$ cat src/rtl/fe_pkg.sv
// Shared definitions for the prefetch front end.
// Assumes fixed 32-bit addresses and 32-bit instruction words.
package fe_pkg;
    localparam int AW = 32;
    localparam int IW = 32;

    // One fetched instruction with its deferred fault tag
    typedef struct packed {
        logic [AW-1:0] pc;
        logic [IW-1:0] instr;
        logic          fault;
    } fe_word_t;
endpackage

$ cat src/rtl/fe_io_guard.sv
// Address window compare used to refuse code fetches to I/O space.
// Assumes the window is aligned, so that BASE has no bits outside MASK.
module fe_io_guard #(
    parameter int          AW   = 32,
    parameter logic [AW-1:0] BASE = 32'hF000_0000,
    parameter logic [AW-1:0] MASK = 32'hF000_0000
) (
    input  logic [AW-1:0] addr,
    output logic          hit
);
    // Window membership compare
    always_comb begin
        hit = ((addr & MASK) == (BASE & MASK));
    end
endmodule

$ cat src/rtl/fe_word_fifo.sv
// Small queue of prefetched words with a flush that empties it at once.
// Assumes the caller never pushes when full and never pops when empty.
module fe_word_fifo
    import fe_pkg::*;
#(
    parameter int DEPTH = 2,
    localparam int PW = (DEPTH > 1) ? $clog2(DEPTH) : 1,
    localparam int CW = $clog2(DEPTH + 1)
) (
    input  logic          clk,
    input  logic          rst_n,
    input  logic          flush,
    input  logic          push,
    input  fe_word_t      push_word,
    input  logic          pop,
    output fe_word_t      head,
    output logic          empty,
    output logic [CW-1:0] count
);
    localparam logic [PW-1:0] LAST = PW'(DEPTH - 1);

    fe_word_t      slot [DEPTH];
    logic [PW-1:0] wr_ptr;
    logic [PW-1:0] rd_ptr;

    // Step a pointer around the ring
    function automatic logic [PW-1:0] bump(input logic [PW-1:0] p);
        return (p == LAST) ? '0 : p + PW'(1);
    endfunction

    // Head and empty flag
    always_comb begin
        head  = slot[rd_ptr];
        empty = (count == '0);
    end

    // Pointer and occupancy update
    always_ff @(posedge clk) begin
        if (!rst_n || flush) begin
            wr_ptr <= '0;
            rd_ptr <= '0;
            count  <= '0;
        end else begin
            if (push) wr_ptr <= bump(wr_ptr);
            if (pop)  rd_ptr <= bump(rd_ptr);
            if (push && !pop)      count <= count + CW'(1);
            else if (pop && !push) count <= count - CW'(1);
        end
    end

    // Slot storage, one write port per entry
    for (genvar g = 0; g < DEPTH; g++) begin : g_slot
        always_ff @(posedge clk) begin
            if (!rst_n) begin
                slot[g] <= '0;
            end else if (push && !flush && (wr_ptr == PW'(g))) begin
                slot[g] <= push_word;
            end
        end
    end
endmodule

$ cat src/rtl/fe_exec_stage.sv
// Execute-stage holding register: takes the queue head when execute is
// free, holds it while execute is busy, and empties on a redirect.
// Assumes done and flush are only raised while a word is held.
module fe_exec_stage
    import fe_pkg::*;
(
    input  logic     clk,
    input  logic     rst_n,
    input  logic     flush,
    input  logic     done,
    input  logic     q_empty,
    input  fe_word_t q_head,
    output logic     pop,
    output logic     valid,
    output fe_word_t word
);
    logic take;

    // Decide whether the stage accepts a new word this cycle
    always_comb begin
        take = (!valid || done) && !flush;
        pop  = take && !q_empty;
    end

    // Stage register update
    always_ff @(posedge clk) begin
        if (!rst_n || flush) begin
            valid <= 1'b0;
            word  <= '0;
        end else if (take) begin
            valid <= !q_empty;
            if (!q_empty) word <= q_head;
        end
    end
endmodule

$ cat src/rtl/fetch_front.sv
// Prefetch front end: issues sequential code fetches, tags each returned
// word with its fault, queues up to DEPTH words ahead of execute, and on
// a redirect drops the queue and the read in flight. Data requests from
// execute take the memory port for their cycle.
// Assumes the memory port answers every request in the next cycle.
module fetch_front
    import fe_pkg::*;
#(
    parameter int            DEPTH    = 2,
    parameter logic [AW-1:0] RESET_PC = 32'h0000_0000,
    parameter logic [AW-1:0] IO_BASE  = 32'hF000_0000,
    parameter logic [AW-1:0] IO_MASK  = 32'hF000_0000
) (
    input  logic          clk,
    input  logic          rst_n,
    output logic          mem_req,
    output logic          mem_code,
    output logic [AW-1:0] mem_addr,
    input  logic [IW-1:0] mem_rdata,
    input  logic          mem_err,
    input  logic          dat_req,
    input  logic [AW-1:0] dat_addr,
    input  logic          ex_done,
    input  logic          ex_redirect,
    input  logic [AW-1:0] ex_target,
    output logic          ex_valid,
    output logic [AW-1:0] ex_pc,
    output logic [IW-1:0] ex_instr,
    output logic          ex_fault
);
    localparam int CW = $clog2(DEPTH + 1);
    localparam logic [AW-1:0] STEP = AW'(4);

    logic [AW-1:0] fetch_pc;
    logic [AW-1:0] fetch_sel;
    logic          io_hit;
    logic          issue;
    int            ahead;

    logic          inf_valid;
    logic [AW-1:0] inf_pc;
    logic          inf_guard;

    logic          q_push;
    fe_word_t      q_in;
    fe_word_t      q_head;
    logic          q_empty;
    logic [CW-1:0] q_count;
    logic          q_pop;
    fe_word_t      ex_word;

    // Next fetch address: aligned redirect target or sequential pointer
    always_comb begin
        fetch_sel = ex_redirect ? {ex_target[AW-1:2], 2'b00} : fetch_pc;
    end

    fe_io_guard #(
        .AW  (AW),
        .BASE(IO_BASE),
        .MASK(IO_MASK)
    ) u_guard (
        .addr(fetch_sel),
        .hit (io_hit)
    );

    // Credit check: words queued next cycle plus the new read stay within DEPTH
    always_comb begin
        if (ex_redirect) ahead = 0;
        else ahead = int'(q_count) - int'(q_pop) + int'(inf_valid);
        issue = !dat_req && (ahead < DEPTH);
    end

    // Memory port drive, data first, guarded fetches suppressed
    always_comb begin
        mem_req  = dat_req || (issue && !io_hit);
        mem_code = !dat_req;
        mem_addr = dat_req ? dat_addr : fetch_sel;
    end

    // Fetch pointer and in-flight record
    always_ff @(posedge clk) begin
        if (!rst_n) begin
            fetch_pc  <= RESET_PC;
            inf_valid <= 1'b0;
            inf_pc    <= '0;
            inf_guard <= 1'b0;
        end else begin
            fetch_pc  <= issue ? fetch_sel + STEP : fetch_sel;
            inf_valid <= issue;
            inf_pc    <= fetch_sel;
            inf_guard <= io_hit;
        end
    end

    // Returning word with its fault tag, dropped if a redirect is taken now
    always_comb begin
        q_push      = inf_valid && !ex_redirect;
        q_in.pc     = inf_pc;
        q_in.instr  = inf_guard ? '0 : mem_rdata;
        q_in.fault  = inf_guard || mem_err;
    end

    fe_word_fifo #(
        .DEPTH(DEPTH)
    ) u_queue (
        .clk      (clk),
        .rst_n    (rst_n),
        .flush    (ex_redirect),
        .push     (q_push),
        .push_word(q_in),
        .pop      (q_pop),
        .head     (q_head),
        .empty    (q_empty),
        .count    (q_count)
    );

    fe_exec_stage u_exec (
        .clk    (clk),
        .rst_n  (rst_n),
        .flush  (ex_redirect),
        .done   (ex_done),
        .q_empty(q_empty),
        .q_head (q_head),
        .pop    (q_pop),
        .valid  (ex_valid),
        .word   (ex_word)
    );

    // Execute-side outputs; fault only shown with a valid word
    always_comb begin
        ex_pc    = ex_word.pc;
        ex_instr = ex_word.instr;
        ex_fault = ex_valid && ex_word.fault;
    end
endmodule

$ cat config.mk
export PLATFORM = sky130hd
export DESIGN_NAME = fetch_front
export DESIGN_NICKNAME = d
export VERILOG_FILES = /design/src/rtl/fe_pkg.sv /design/src/rtl/fe_io_guard.sv /design/src/rtl/fe_word_fifo.sv /design/src/rtl/fe_exec_stage.sv /design/src/rtl/fetch_front.sv
export SDC_FILE = /design/constraint.sdc
export NUM_CORES = 1
export LEC_CHECK = 0
export ABC_AREA = 1
export CELL_PAD_IN_SITES_DETAIL_PLACEMENT = 0
export CELL_PAD_IN_SITES_GLOBAL_PLACEMENT = 1
export CORE_AREA = 4 4 189 191
export CTS_BUF_LIST = sky130_fd_sc_hd__clkbuf_2
export CTS_CLUSTER_DIAMETER = 80
export DETAILED_ROUTE_END_ITERATION = 12
export DIE_AREA = 0 0 193 195
export PLACE_DENSITY = 0.73
export SYNTH_ARGS = -nofsm -noshare
export SYNTH_HDL_FRONTEND = slang
export SYNTH_SLANG_ARGS = --single-unit
$ cat constraint.sdc
create_clock -name clk -period 7.59 [get_ports clk]
set_clock_uncertainty 0.05 [all_clocks]
set_input_delay 1.1385 -clock clk [delete_from_list [all_inputs] [get_ports clk]]
set_output_delay 1.1385 -clock clk [all_outputs]
set_load 0.02 [all_outputs]
==> metrics, run 1 <==
Compound-Gate Fraction of Synth Area 11.2%; Die ar. 37600 um2; Remaining DRCs 0; DP Wirelength 18900 um; largest net degree at the start of global routing 89; Port Buffers 199; vias in the first global route 9321; Avg Synthesized Cell Area 8.62 um2; multiplexer area fraction after synthesis 0.0845%; Place WS 2.34 ns; Post-Synth XOR/XNOR Area 0%; reg2reg end u_exec.word[42]; f_max 0.190 GHz; die width 193 um; hold path start u_exec.word[47]; Hold-fix buffers, CTS 0; grt ovf 0; CP Capture Type output port; register area share after synthesis 55.6%; Clk Tree Root Cell clkbuf_2; worst setup margin 2.32 ns; hold depth 1; Worst VDD drop 89.1 uV; worst min path class reg2reg; mapped cell area 11800 um2; Die Ht 195 um; RSZ-0062 raised after global routing no; H-tree level count 3; drt first pass iters 4; number of antenna violations at the first check in global routing 1; Arrival @ worst endpoint 4.08 ns; Lkg Pwr 0.00579 uW; largest family of logic cells by synthesized area simple AND/OR/NAND/NOR gates; clk sink count 264; final hold viol count 0; startpoint types primary input; Hold EP u_exec.word[47]; Final nets 1620; CP Class in2out; Post-CTS Resized 0; crit share post-route 69.4%; Std-Cell Rows 68; Area Overhead vs Synth 21.7%; GRT Total Usage 16.2%; Mapped Nets 1479; Worst Path Max Fanout 18; Post CTS Setup Buffer Count 0; WP data required 6.40 ns; total chip power 2980 uW; Worst-Skew Late Latency 0.81 ns; Synth cell types 38; Final Max Tran Viols 0; Setup Viol. Count Final 0; GPL Wtd Cong 0.819; largest buffer count on any clock path 3; leading cell type in the layout, fill and taps excluded nand2_1; share of layout cells above drive strength 1 11.4%; Post-Synth Simple-Gate Area 20.3%; most frequent cells in the layout 307 x nand2_1, 197 x clkdlybuf4s50_1, 153 x inv_1; max cap viols 0; IO Count 202; Cells after Synth 1373; Final min period 5.27 ns; DRT iter0 DRCs 491; Adder-Cell Fraction of Synth Area 0.423%; Via density 4.58; R2R Path Start u_exec.valid; relative slew slack 18.6%; final WL 30900 um; #FFs+latches synth 264; status complete, no violations; hold_ws 0.421 ns; CTS tree yes; final setup TNS 0 ns; worst r2r path cells 6; reg-to-reg slack, setup 4.72 ns; Initial Util 34.7%; Pwr per Cell Area 207 nW/um2; Slew @ Worst Pin 1.22 ns; YS warnings 0; Post-DRT Antenna Nets 0; clk slew on worst S/H paths 0.08 ns; core region area 34100 um2; Vias 9301; Routed WL per cell 15.2 um; CTS Buf Count 73; global-route wire length before repair 48800 um
[worst max-delay path by stage]
| stage | startpoint | to | slack, ns | cells after the start |
|---|---|---|---|---|
| finish | ex_done | mem_req | 2.32 | 17 |
| global route | ex_done | mem_req | 2.02 | 16 |
| CTS | ex_done | mem_req | 2.31 | 17 |
| detailed placement | ex_done | mem_req | 2.34 | 17 |
| global placement | ex_done | mem_req | 2.34 | 17 |
| floorplan | ex_redirect | u_queue.slot[0][0] | 0.75 | 5 |
[synth_stat cells]
library cell    n  area share [%]
nand2_1       308             9.8
inv_1         154             4.9
dfxtp_1       134              23
nor2_1        134             4.2
edfxtp_1      130              33
o21ai_0       102             4.3
nor3_1         67             2.8
buf_4          66             4.2
a31oi_1        65             3.4
clkbuf_1       58             1.8
nand3_1        20            0.85
o21a_1         19             1.2
o21ai_1        16            0.68
a21oi_1        11            0.46
nor2_2         10            0.53
nand2_2         9            0.48
nand4_1         9            0.48
buf_1           8            0.25
o22ai_1         7            0.37
buf_2           6            0.25
buf_6           6            0.57
o211ai_1        5            0.32
ha_1            4            0.42
inv_2           4            0.13
nand3_2         3            0.25
nor2_4          3            0.29
nor3_2          3            0.25
or2_2           2            0.11
a211oi_1        1           0.063
a21oi_2         1           0.074
a21oi_4         1            0.14
buf_12          1            0.17
clkinv_1        1           0.032
inv_4           1           0.053
mux2i_1         1           0.085
nand3b_1        1           0.063
nand4_4         1            0.18
o21ai_4         1            0.14
[power breakdown]
group | switching (uW) | internal (uW) | total [uW]
clock | 598 | 490 | 1090
sequential | 17.2 | 1550 | 1570
combinational | 197 | 127 | 324
[cells by family (layout without fill, tap and decap cells)]
family | after synthesis | count (layout)
AOI/OAI and AO/OA | 229 | 229
DFF | 264 | 264
other | 0 | 2
buffers and inverters | 305 | 507
and+or+nand+nor | 570 | 570
adders and majority gates | 4 | 4
muxes | 1 | 1
[state kept, by name (all words and copies together) (netlist names)]
register / count
u_queue.count: 2
u_queue.wr_ptr: 1
inf_guard: 1
u_queue.slot: 130
fetch_pc: 32
u_exec.valid: 1
inf_valid: 1
u_queue.rd_ptr: 1
inf_pc: 30
u_exec.word: 65
[per-stage QoR]
stage | instances | utilization [%] | area, um2
final | 2032 | 42.2 | 14400
after global routing | 2032 | 42.2 | 14400
after CTS | 2030 | 42.2 | 14400
after detailed placement | 1894 | 40.1 | 13700
after global placement | 1894 | 40.1 | 13700
after floorplan | 1373 | - | 11800
[final cells by class]
| cell class | count | area, um2 |
|---|---|---|
| clock buffers | 110 | 551 |
| well taps | 455 | 569 |
| diodes | 2 | 5.00 |
| inverters | 160 | 603 |
| repair buffers | 211 | 2070 |
| flip-flops and latches | 264 | 6590 |
| multi-input cells | 804 | 3830 |
| fillers | 3500 | 19700 |
| clock inverters | 26 | 185 |
[worst max-delay path: stages]
cell             delay, ns
clkdlybuf4s50_1       0.52
inv_1                 0.05
nand2_1               0.08
nand2_1               0.12
nand2_1               0.10
nand2_1               0.06
nand2_1               0.09
inv_1                 0.05
ha_1                  0.28
a21oi_1               0.11
o21ai_0               0.09
nand2_1               0.06
inv_1                 0.08
nand2_1               0.09
nand2_2               0.23
o21ai_0               0.28
clkdlybuf4s50_1       0.66
[per-layer routing]
layer | wire, um | GRT usage (%) | vias up | share of wire, %
met1 | 14000 | 21.2 | 4219 | 45
met2 | 14300 | 26.3 | 274 | 46
met4 | 412 | 4.67 | 0 | 1.3
li1 | - | - | 4769 | -
met5 | 0 | 0 | - | 0
met3 | 2220 | 4.70 | 39 | 7.2
No activity file was read; power rests on OpenSTA's default activity.
==> run 2, diff against run 1 <==
--- a/config.mk
+++ b/config.mk
@@ -13,7 +13,7 @@
 export CTS_CLUSTER_DIAMETER = 80
 export DETAILED_ROUTE_END_ITERATION = 12
 export DIE_AREA = 0 0 193 195
-export PLACE_DENSITY = 0.73
+export PLACE_DENSITY = 0.76
 export SYNTH_ARGS = -nofsm -noshare
 export SYNTH_HDL_FRONTEND = slang
 export SYNTH_SLANG_ARGS = --single-unit
==> constraint.sdc (replaced) <==
create_clock -name clk -period 4.3 [get_ports clk]
set_clock_uncertainty 0.05 [all_clocks]
set_input_delay 0.645 -clock clk [delete_from_list [all_inputs] [get_ports clk]]
set_output_delay 0.645 -clock clk [all_outputs]
set_load 0.02 [all_outputs]
==> run 2 against run 1 <==
  * Combinational power grew 78%
  * Utilization up 0.30 points
  * Count of clock-buffer cells in the layout unchanged
  * Sequential cell count is the same
  * First-iteration DRC count rose by 3.9%
  * Via count increased by 1.0%
==> metrics, run 2 (synthesized netlist as in run 1, its figures left out) <==
Worst-Skew Late Latency 0.82 ns; clk sink count 264; leading cell type in the layout, fill and taps excluded nand2_1; DP Wirelength 19600 um; max cap viols 0; Port Buffers 199; Vias 9398; Largest Register u_queue.slot; startpoint types flip-flop; clk slew on worst S/H paths 0.09 ns; Setup Viol. Count Final 0; relative slew slack 35.5%; Worst Path Max Fanout 4; Arrival @ worst endpoint 2.98 ns; Slew @ Worst Pin 0.967 ns; max reg flops 130; final setup TNS 0 ns; Remaining DRCs 0; crit share post-route 85.5%; Via density 4.60; Final Max Tran Viols 0; RSZ-0062 raised after global routing no; design area 14500 um2; Fill cells 3444; Final Core Density 42.5%; total chip power 5320 uW; Initial Util 34.7%; Worst VDD drop 139 uV; share of layout cells above drive strength 1 11.9%; CTS tree yes; IO Count 202; vias in the first global route 9372; most frequent cells in the layout 307 x nand2_1, 196 x clkdlybuf4s50_1, 153 x inv_1; grt ovf 0; CP Capture Type output port; final hold viol count 0; Pwr per Cell Area 367 nW/um2; Lkg Pwr 0.00585 uW; Die Ht 195 um; drt first pass iters 5; WP data required 3.61 ns; number of antenna violations at the first check in global routing 3; Die ar. 37600 um2; GRT Total Usage 16.1%; core region area 34100 um2; status complete, no violations; Routed WL per cell 15.1 um; H-tree level count 3; Clk Tree Root Cell clkbuf_2; Hold-fix buffers, CTS 0; Std-Cell Rows 68; die width 193 um; Final min period 3.68 ns; Area Overhead vs Synth 22.6%; final WL 30800 um; f_max 0.272 GHz; Final nets 1629; CTS Buf Count 73; largest buffer count on any clock path 3; biggest regs u_queue.slot x130, u_exec.word x65, fetch_pc x32; worst min path class in2reg; largest net degree at the start of global routing 133; CP Class reg2out; GPL Wtd Cong 0.858; DP Area 13700 um2; Post-DRT Antenna Nets 0; global-route wire length before repair 48600 um; DRT iter0 DRCs 510
run 2: layout make-up:
class / count / area [um2] / share of cell area (%)
Antenna cell: 4 / 10.0 / 0.0690
Inverter: 160 / 603 / 4.16
Timing Repair Buffer: 220 / 2150 / 14.8
Clock inverter: 24 / 199 / 1.37
Clock buffer: 110 / 551 / 3.79
Tap cell: 455 / 569 / 3.92
Multi-Input combinational cell: 804 / 3830 / 26.4
Sequential cell: 264 / 6590 / 45.4
run 2: what timing repair did:
item                                    CTS  global route
buffers inserted                          0             0
endpoints found under the setup margin    0             1
gates resized for setup                   0             1
run 2: path summary, 6_finish.rpt:
kind | to | startpoint | cells past startpoint | slack [ns]
setup reg to reg | fetch_pc[17] | u_exec.valid | 15 | 1.59
hold reg to reg | u_exec.word[51] | u_exec.word[51] | 1 | 0.42
setup / recovery | mem_req | u_exec.valid | 14 | 0.62
hold / removal | u_exec.valid | ex_redirect | 5 | 0.30
run 2: worst max-delay path, stage by stage (launching register included):
cell and delay (ns):
dfxtp_1 0.43, nand2_1 0.12, nand4_1 0.11, inv_1 0.05
ha_1 0.26, inv_1 0.04, ha_1 0.25, a21oi_1 0.10
o21ai_0 0.09, nand2_1 0.06, inv_1 0.08, nand2_1 0.09
nand2_2 0.05, o21ai_0 0.18, dlymetal6s2s_1 0.28
run 2: routing by layer:
layer | share of wire (%) | vias up | routed length (um) | track usage [%]
met5 | 0.045 | - | 14 | 0
met4 | 1.4 | 2 | 436 | 4.54
met3 | 8.1 | 38 | 2480 | 4.99
met2 | 47 | 277 | 14500 | 26.9
met1 | 44 | 4292 | 13400 | 20.2
li1 | - | 4789 | - | -
run 2: report_power, final:
group | switching [uW] | total, uW | internal (uW)
combinational | 348 | 578 | 230
sequential | 30.9 | 2770 | 2740
clock | 1050 | 1970 | 921
total | 1430 | 5320 | 3890
run 2: metrics by stage:
stage          std cells  worst slack (ns)  hold slack (ns)
2_1_floorplan       1373            -0.293            0.391
3_3_place_gp        1903             0.304            0.397
3_5_place_dp        1903             0.281            0.404
4_1_cts             2037            0.0894            0.178
5_1_grt             2041             0.258            0.255
6_report            2041             0.622            0.298
